File: config.mk
export PLATFORM = sky130hd
export DESIGN_NAME = hart_timer_unit
export DESIGN_NICKNAME = d
export VERILOG_FILES = /design/src/rtl/htu_pkg.sv /design/src/rtl/htu_decode.sv /design/src/rtl/htu_time_counter.sv /design/src/rtl/htu_compare_bank.sv /design/src/rtl/hart_timer_unit.sv
export SDC_FILE = /design/constraint.sdc
export NUM_CORES = 1
export LEC_CHECK = 0
export CORE_MARGIN = 5
export CORE_UTILIZATION = 60
export DETAILED_ROUTE_END_ITERATION = 8
export MAX_ROUTING_LAYER = met4
export PLACE_DENSITY = 0.92
export SYNTH_ARGS = -nofsm -noshare
export SYNTH_HDL_FRONTEND = slang
export SYNTH_SLANG_ARGS = --single-unit
File: constraint.sdc
create_clock -name clk -period 6.5 [get_ports clk]
set_input_delay 0.975 -clock clk [delete_from_list [all_inputs] [get_ports clk]]
set_output_delay 0.975 -clock clk [all_outputs]
set_load 0.01 [all_outputs]
File: src/rtl/htu_pkg.sv
package htu_pkg;

  typedef enum logic [1:0] {
    ACC_NONE = 2'd0,
    ACC_LO   = 2'd1,
    ACC_HI   = 2'd2,
    ACC_FULL = 2'd3
  } acc_kind_e;

  function automatic logic [63:0] merge64(input logic [63:0] old_v,
                                          input logic [63:0] new_v,
                                          input acc_kind_e   k);
    case (k)
      ACC_FULL: return new_v;
      ACC_LO:   return {old_v[63:32], new_v[31:0]};
      ACC_HI:   return {new_v[31:0], old_v[31:0]};
      default:  return old_v;
    endcase
  endfunction

  function automatic logic [63:0] read_slice(input logic [63:0] v,
                                             input acc_kind_e   k);
    case (k)
      ACC_FULL: return v;
      ACC_LO:   return {32'd0, v[31:0]};
      ACC_HI:   return {32'd0, v[63:32]};
      default:  return 64'd0;
    endcase
  endfunction

endpackage

File: src/rtl/htu_decode.sv
module htu_decode
  import htu_pkg::*;
#(
  parameter int                ADDR_W       = 32,
  parameter logic [ADDR_W-1:0] BASE_ADDR    = '0,
  parameter int                WINDOW_BYTES = 32768,
  parameter int                TIME_OFFSET  = 32760,
  parameter int                NUM_HARTS    = 4,
  parameter int                BASE_HART_ID = 0,
  parameter int                IDX_W        = 2
) (
  input  logic [ADDR_W-1:0] req_addr,
  input  logic              req_size64,
  output logic              cmp_hit,
  output logic              time_hit,
  output logic [IDX_W-1:0]  idx,
  output acc_kind_e         kind
);

  localparam int              ID_W      = ADDR_W - 3;
  localparam logic [ID_W-1:0] FIRST_ID  = ID_W'(BASE_HART_ID);
  localparam logic [ID_W-1:0] LAST_ID   = ID_W'(BASE_HART_ID + NUM_HARTS - 1);
  localparam logic [ID_W-1:0] TIME_SLOT = ID_W'(TIME_OFFSET / 8);

  logic [ADDR_W-1:0] loc_off;
  logic [ID_W-1:0]   slot_id;
  logic              in_win;
  logic              is_time;

  always_comb begin
    loc_off = req_addr - BASE_ADDR;
    slot_id = loc_off[ADDR_W-1:3];
    in_win  = (req_addr >= BASE_ADDR) && (loc_off < ADDR_W'(WINDOW_BYTES));
    is_time = (slot_id == TIME_SLOT);

    case ({req_size64, loc_off[2:0]})
      4'b0_000: kind = ACC_LO;
      4'b0_100: kind = ACC_HI;
      4'b1_000: kind = ACC_FULL;
      default:  kind = ACC_NONE;
    endcase

    time_hit = in_win && is_time && (kind != ACC_NONE);
    cmp_hit  = in_win && !is_time && (kind != ACC_NONE) &&
               (slot_id >= FIRST_ID) && (slot_id <= LAST_ID);
    idx      = IDX_W'(slot_id - FIRST_ID);
  end

endmodule

File: src/rtl/htu_time_counter.sv
module htu_time_counter
  import htu_pkg::*;
(
  input  logic        clk,
  input  logic        rst,
  input  logic        tick_en,
  input  logic        wr_en,
  input  acc_kind_e   kind,
  input  logic [63:0] wdata,
  output logic [63:0] time_q
);

  always_ff @(posedge clk) begin
    if (rst) begin
      time_q <= 64'd0;
    end else if (wr_en) begin
      time_q <= merge64(time_q, wdata, kind);
    end else if (tick_en) begin
      time_q <= time_q + 64'd1;
    end
  end

  AST_TIME_STEP: assert property (@(posedge clk) disable iff (rst)
    (!wr_en && tick_en) |=> (time_q == $past(time_q) + 64'd1));

  AST_TIME_HOLD: assert property (@(posedge clk) disable iff (rst)
    (!wr_en && !tick_en) |=> $stable(time_q));

  AST_TIME_RESET: assert property (@(posedge clk) disable iff (rst)
    $past(rst) |-> (time_q == 64'd0));

endmodule

File: src/rtl/htu_compare_bank.sv
module htu_compare_bank
  import htu_pkg::*;
#(
  parameter int NUM_HARTS = 4,
  parameter int IDX_W     = 2
) (
  input  logic                    clk,
  input  logic                    rst,
  input  logic                    wr_en,
  input  logic [IDX_W-1:0]        idx,
  input  acc_kind_e               kind,
  input  logic [63:0]             wdata,
  input  logic [63:0]             time_q,
  output logic [63:0]             rd_val,
  output logic [NUM_HARTS*64-1:0] cmp_flat,
  output logic [NUM_HARTS-1:0]    irq
);

  logic [63:0] cmp_q [NUM_HARTS];

  for (genvar g = 0; g < NUM_HARTS; g++) begin : g_hart
    logic sel;
    assign sel = wr_en && (idx == IDX_W'(g));

    always_ff @(posedge clk) begin
      if (rst) begin
        cmp_q[g] <= 64'd0;
        irq[g]   <= 1'b0;
      end else begin
        if (sel) cmp_q[g] <= merge64(cmp_q[g], wdata, kind);
        irq[g] <= (cmp_q[g] <= time_q);
      end
    end

    assign cmp_flat[g*64 +: 64] = cmp_q[g];

    AST_LO_WRITE_KEEPS_HI: assert property (@(posedge clk) disable iff (rst)
      (sel && kind == ACC_LO) |=> (cmp_q[g][63:32] == $past(cmp_q[g][63:32])));

    AST_HI_WRITE_KEEPS_LO: assert property (@(posedge clk) disable iff (rst)
      (sel && kind == ACC_HI) |=> (cmp_q[g][31:0] == $past(cmp_q[g][31:0])));
  end

  assign rd_val = cmp_q[idx];

endmodule

File: src/rtl/hart_timer_unit.sv
module hart_timer_unit
  import htu_pkg::*;
#(
  parameter int                ADDR_W       = 32,
  parameter logic [ADDR_W-1:0] BASE_ADDR    = 32'h0200_0000,
  parameter int                WINDOW_BYTES = 32768,
  parameter int                TIME_OFFSET  = 32760,
  parameter int                MAX_HARTS    = 16,
  parameter int                NUM_HARTS    = 4,
  parameter int                BASE_HART_ID = 2
) (
  input  logic                 clk,
  input  logic                 rst,
  input  logic                 tick_en,
  input  logic                 req_valid,
  input  logic                 req_write,
  input  logic                 req_size64,
  input  logic [ADDR_W-1:0]    req_addr,
  input  logic [63:0]          req_wdata,
  output logic                 rsp_ready,
  output logic [63:0]          rsp_rdata,
  output logic [NUM_HARTS-1:0] irq
);

  localparam int IDX_W = (NUM_HARTS > 1) ? $clog2(NUM_HARTS) : 1;

  if (NUM_HARTS > MAX_HARTS) begin : g_chk_harts
    $error("NUM_HARTS exceeds MAX_HARTS");
  end
  if (BASE_ADDR[2:0] != 3'b000) begin : g_chk_base
    $error("BASE_ADDR must be 8-byte aligned");
  end
  if ((TIME_OFFSET % 8) != 0 || TIME_OFFSET < 8 * (BASE_HART_ID + NUM_HARTS) ||
      TIME_OFFSET + 8 > WINDOW_BYTES) begin : g_chk_time
    $error("TIME_OFFSET must be aligned, above the compare array and inside the window");
  end

  logic                    cmp_hit;
  logic                    time_hit;
  logic [IDX_W-1:0]        idx;
  acc_kind_e               kind;
  logic [63:0]             time_q;
  logic [63:0]             cmp_rd;
  logic [NUM_HARTS*64-1:0] cmp_flat;
  logic                    wr_fire;
  logic [63:0]             rd_mux;

  htu_decode #(
    .ADDR_W      (ADDR_W),
    .BASE_ADDR   (BASE_ADDR),
    .WINDOW_BYTES(WINDOW_BYTES),
    .TIME_OFFSET (TIME_OFFSET),
    .NUM_HARTS   (NUM_HARTS),
    .BASE_HART_ID(BASE_HART_ID),
    .IDX_W       (IDX_W)
  ) u_decode (
    .req_addr  (req_addr),
    .req_size64(req_size64),
    .cmp_hit   (cmp_hit),
    .time_hit  (time_hit),
    .idx       (idx),
    .kind      (kind)
  );

  assign wr_fire = req_valid && req_write;

  htu_time_counter u_time (
    .clk    (clk),
    .rst    (rst),
    .tick_en(tick_en),
    .wr_en  (wr_fire && time_hit),
    .kind   (kind),
    .wdata  (req_wdata),
    .time_q (time_q)
  );

  htu_compare_bank #(
    .NUM_HARTS(NUM_HARTS),
    .IDX_W    (IDX_W)
  ) u_bank (
    .clk     (clk),
    .rst     (rst),
    .wr_en   (wr_fire && cmp_hit),
    .idx     (idx),
    .kind    (kind),
    .wdata   (req_wdata),
    .time_q  (time_q),
    .rd_val  (cmp_rd),
    .cmp_flat(cmp_flat),
    .irq     (irq)
  );

  always_comb begin
    if (time_hit)     rd_mux = read_slice(time_q, kind);
    else if (cmp_hit) rd_mux = read_slice(cmp_rd, kind);
    else              rd_mux = 64'd0;
  end

  always_ff @(posedge clk) begin
    if (rst) begin
      rsp_ready <= 1'b0;
      rsp_rdata <= 64'd0;
    end else begin
      rsp_ready <= req_valid;
      rsp_rdata <= (req_valid && !req_write) ? rd_mux : 64'd0;
    end
  end

  AST_READY_PULSE: assert property (@(posedge clk) disable iff (rst)
    !$past(rst) |-> (rsp_ready == $past(req_valid)));

  AST_IGNORED_WRITE_NO_CHANGE: assert property (@(posedge clk) disable iff (rst)
    (wr_fire && !cmp_hit && !time_hit) |=>
      ($stable(cmp_flat) && time_q == $past(time_q) + 64'($past(tick_en))));

  AST_IGNORED_READ_ZERO: assert property (@(posedge clk) disable iff (rst)
    (req_valid && !req_write && !cmp_hit && !time_hit) |=> (rsp_rdata == 64'd0));

endmodule

==> flow_metrics.tcl <==
set metrics [dict create \
    final_core_util_pct 70.2 \
    detail-route-antenna-nets 0 \
    synth_largest_area_cell "edfxtp_1" \
    die_area_um2 43600 \
    fin_area_um2 27300 \
    grt_pass1_vias 20818 \
    crit_arrival_ns 4.85 \
    slew_headroom_pct 27.2 \
    gp_congestion 1.07 \
    antenna_found_initial 0 \
    rows 72 \
    grt_max_degree 68 \
    ys_async_sr_fraction_pct 0 \
    grt_setup_unrepaired "false" \
    syn_area_um2 23700 \
    cts-buffers-inserted 43 \
    reg2reg_depth 9 \
    r2r_start "u_time.time_q[31]" \
    finalHoldViolCount 0 \
    cts_setup_buffers 0 \
    hp-class "reg -> reg" \
    clockBufferDepth 3 \
    worstHoldStart "u_time.time_q[24]" \
    timing.hold.ws_ns 0.554 \
    skew_ns 0.0266 \
    initial_core_util_pct 61.0 \
    r2r_slack_ns 2.69 \
    report.final.slew_viol_count 0 \
    setup_tns_ns 0 \
    dp_hpwl_mm 61.7 \
    ir_drop_uv 171 \
    synth_seq_cells 389 \
    overflow 0 \
    cts_tree "yes" \
    drc 0 \
    dp_cells 2931 \
    ys.flop_type "edfxtp_1" \
    clock_latency_ns 0.59 \
    ctsHoldBuffers 0 \
    nFillCells 2864 \
    cts_sinks 389 \
    grt_usage_pct 39.5 \
    ioPinCount 171 \
    yosys.area.top_type_share_pct 32.4 \
    die_w_um 209 \
    cts_resized 0 \
    wl_mm 86.8 \
    synth_nets 2712 \
    drtIter0Drc 3448 \
    worstPathRequired_ns 6.79 \
    via_per_inst 7.25 \
    fin_cells 3011 \
    coreArea_um2 38800 \
    worstReg2RegEnd "u_bank.irq[3]" \
    cp-start-kind "primary input" \
    worstHoldPathCells 2 \
    path_class "in -> reg" \
    drive_gt1_share_pct 8.71 \
    drv_cap 0 \
    finalNetCount 2823 \
    cp_max_fo 19 \
    cts_max_level 2 \
    syn2layout_area_growth_pct 15.1 \
    synthCells 2347 \
    power.leakage_nw 9.57 \
    setup_viol 0 \
    min_to "u_time.time_q[24]" \
    die_y_um 209 \
    grt_pass1_wl_mm 129 \
    period_share_pct 70.2 \
    max_freq_mhz 219 \
    post_synth_num_cell_types 74 \
    cts.clk_slew.worst_paths_ns 0.06 \
    synthTopCellsByArea "edfxtp_1 32%, ha_1 14%, dfxtp_1 11%" \
    io_buffer_count 170 \
    num_vias 21826 \
    status "finished, final reports clean" \
    crit_path_end_kind "flop" \
    syn_avg_cell_area_um2 10.1 \
    tightest_slew_ns 1.09 \
    place_area_um2 25800 \
    ys_warn_count 0 \
    synth_edf_count 256 \
    power_density_nw_per_um2 221 \
    cts_root_buf "clkbuf_16" \
    min_period_ns 4.56 \
    wl_per_cell_um 28.8 \
    yosysSeqAreaShare_pct 43.7 \
    first_pass_iters 6 \
]
## layout by cell type (no fill, tap or decap), types with 11 or more instances in the layout
cell type / Yosys / routed
and3_1: 19 / 19
clkdlybuf4s50_1: 0 / 167
o21ai_0: 122 / 118
and4_1: 13 / 13
a22oi_1: 129 / 129
dfxtp_1: 133 / 133
or3_1: 11 / 11
mux4_2: 64 / 64
nor4_1: 19 / 19
nor2b_1: 15 / 14
nand3_1: 44 / 43
clkbuf_16: 0 / 47
nand4_1: 72 / 72
a21o_1: 53 / 53
o22ai_1: 33 / 33
a31oi_1: 15 / 15
nand2_1: 113 / 110
nor2_1: 404 / 403
inv_1: 80 / 80
a21oi_1: 145 / 145
a211oi_1: 26 / 26
edfxtp_1: 256 / 256
ha_1: 263 / 262
buf_4: 1 / 31
nand2b_1: 12 / 12
nor3_1: 51 / 51
## synthesized netlist by cell type, types with 26 or more instances
library cell and count:
nor2_1 404, ha_1 263, edfxtp_1 256, a21oi_1 145
dfxtp_1 133, a22oi_1 129, o21ai_0 122, nand2_1 113
clkbuf_1 93, inv_1 80, nand4_1 72, mux4_2 64
a21o_1 53, nor3_1 51, nand3_1 44, o22ai_1 33
a211oi_1 26
## report_power, final
group          total (mW)  leakage (nW)  switching [mW]  internal, mW
Sequential           2.78          3.50          0.0618          2.72
Clock                2.55         0.720            1.05          1.50
Combinational       0.700          5.34           0.435         0.266
Total                6.03          9.57            1.55          4.48
## metal layers
| layer | GRT usage (%) | vias to the layer above | part of all wire [%] |
|---|---|---|---|
| met5 | - | - | 0 |
| met1 | 51.1 | 10320 | 36 |
| met4 | 23.8 | 0 | 8.1 |
| met3 | 9.31 | 419 | 13 |
| li1 | - | 9154 | - |
| met2 | 56.8 | 1933 | 43 |
## state kept, by name, summed over array words and instances, names as in the netlist
name and count:
rsp_rdata 64, rsp_ready 1, u_bank.cmp_q 256, u_bank.irq 4
u_time.time_q 64
## cell families (layout without fill, tap and decap cells)
logic type,count (synthesis),in the layout,synth area share [%]
compound gates,598,598,16.2
xor+xnor,2,2,0.0739
mux,66,66,6.17
simple gates,816,816,16.4
fa+ha+maj,263,263,13.9
flops,389,389,43.7
other cells,0,1,0
buf+inv,213,358,3.54
## how the worst max path moves through the flow
stage	start	depth (start not counted)	endpoint	slack, ns
after global routing	req_size64	12	u_bank.cmp_q[1][10]	1.75
after floorplan	req_size64	9	u_bank.cmp_q[2][32]	0.94
after CTS	req_size64	12	u_bank.cmp_q[1][9]	2.01
final	req_size64	12	u_bank.cmp_q[1][8]	1.94
after global placement	req_addr[2]	12	u_bank.cmp_q[1][10]	1.61
after detailed placement	req_size64	12	u_bank.cmp_q[1][11]	1.46
## critical path, cell delays in order
cell and delay (ns):
clkdlybuf4s50_1 0.44, xnor2_1 0.14, or3_1 0.40, ha_1 0.23, nor3_1 0.17, nand3_1 0.12
nor2_2 0.39, o2111ai_1 0.25, nor3_1 0.38, nand3_1 0.14, nand2_1 0.84, buf_4 0.34
## per-stage QoR
step	total power, mW	worst slack, ns
after global routing	6.16	1.75
after global placement	3.47	1.61
after CTS	5.99	2.01
after floorplan	3.19	0.943
after detailed placement	3.49	1.46
final	6.03	1.94
## layout make-up
class                      instances  area, um2  area share [%]
inverter                          80        300            1.10
clock inverter                    18        170           0.624
clock buffer                      61       1280            4.71
sequential                       389      10300            37.9
antenna                            1       2.50         0.00918
tap                              518        648            2.38
multi-input combinational       1745      12600            46.2
timing repair buffer             199       1910            7.00
Note: power is estimated with default switching activity, not from simulation.
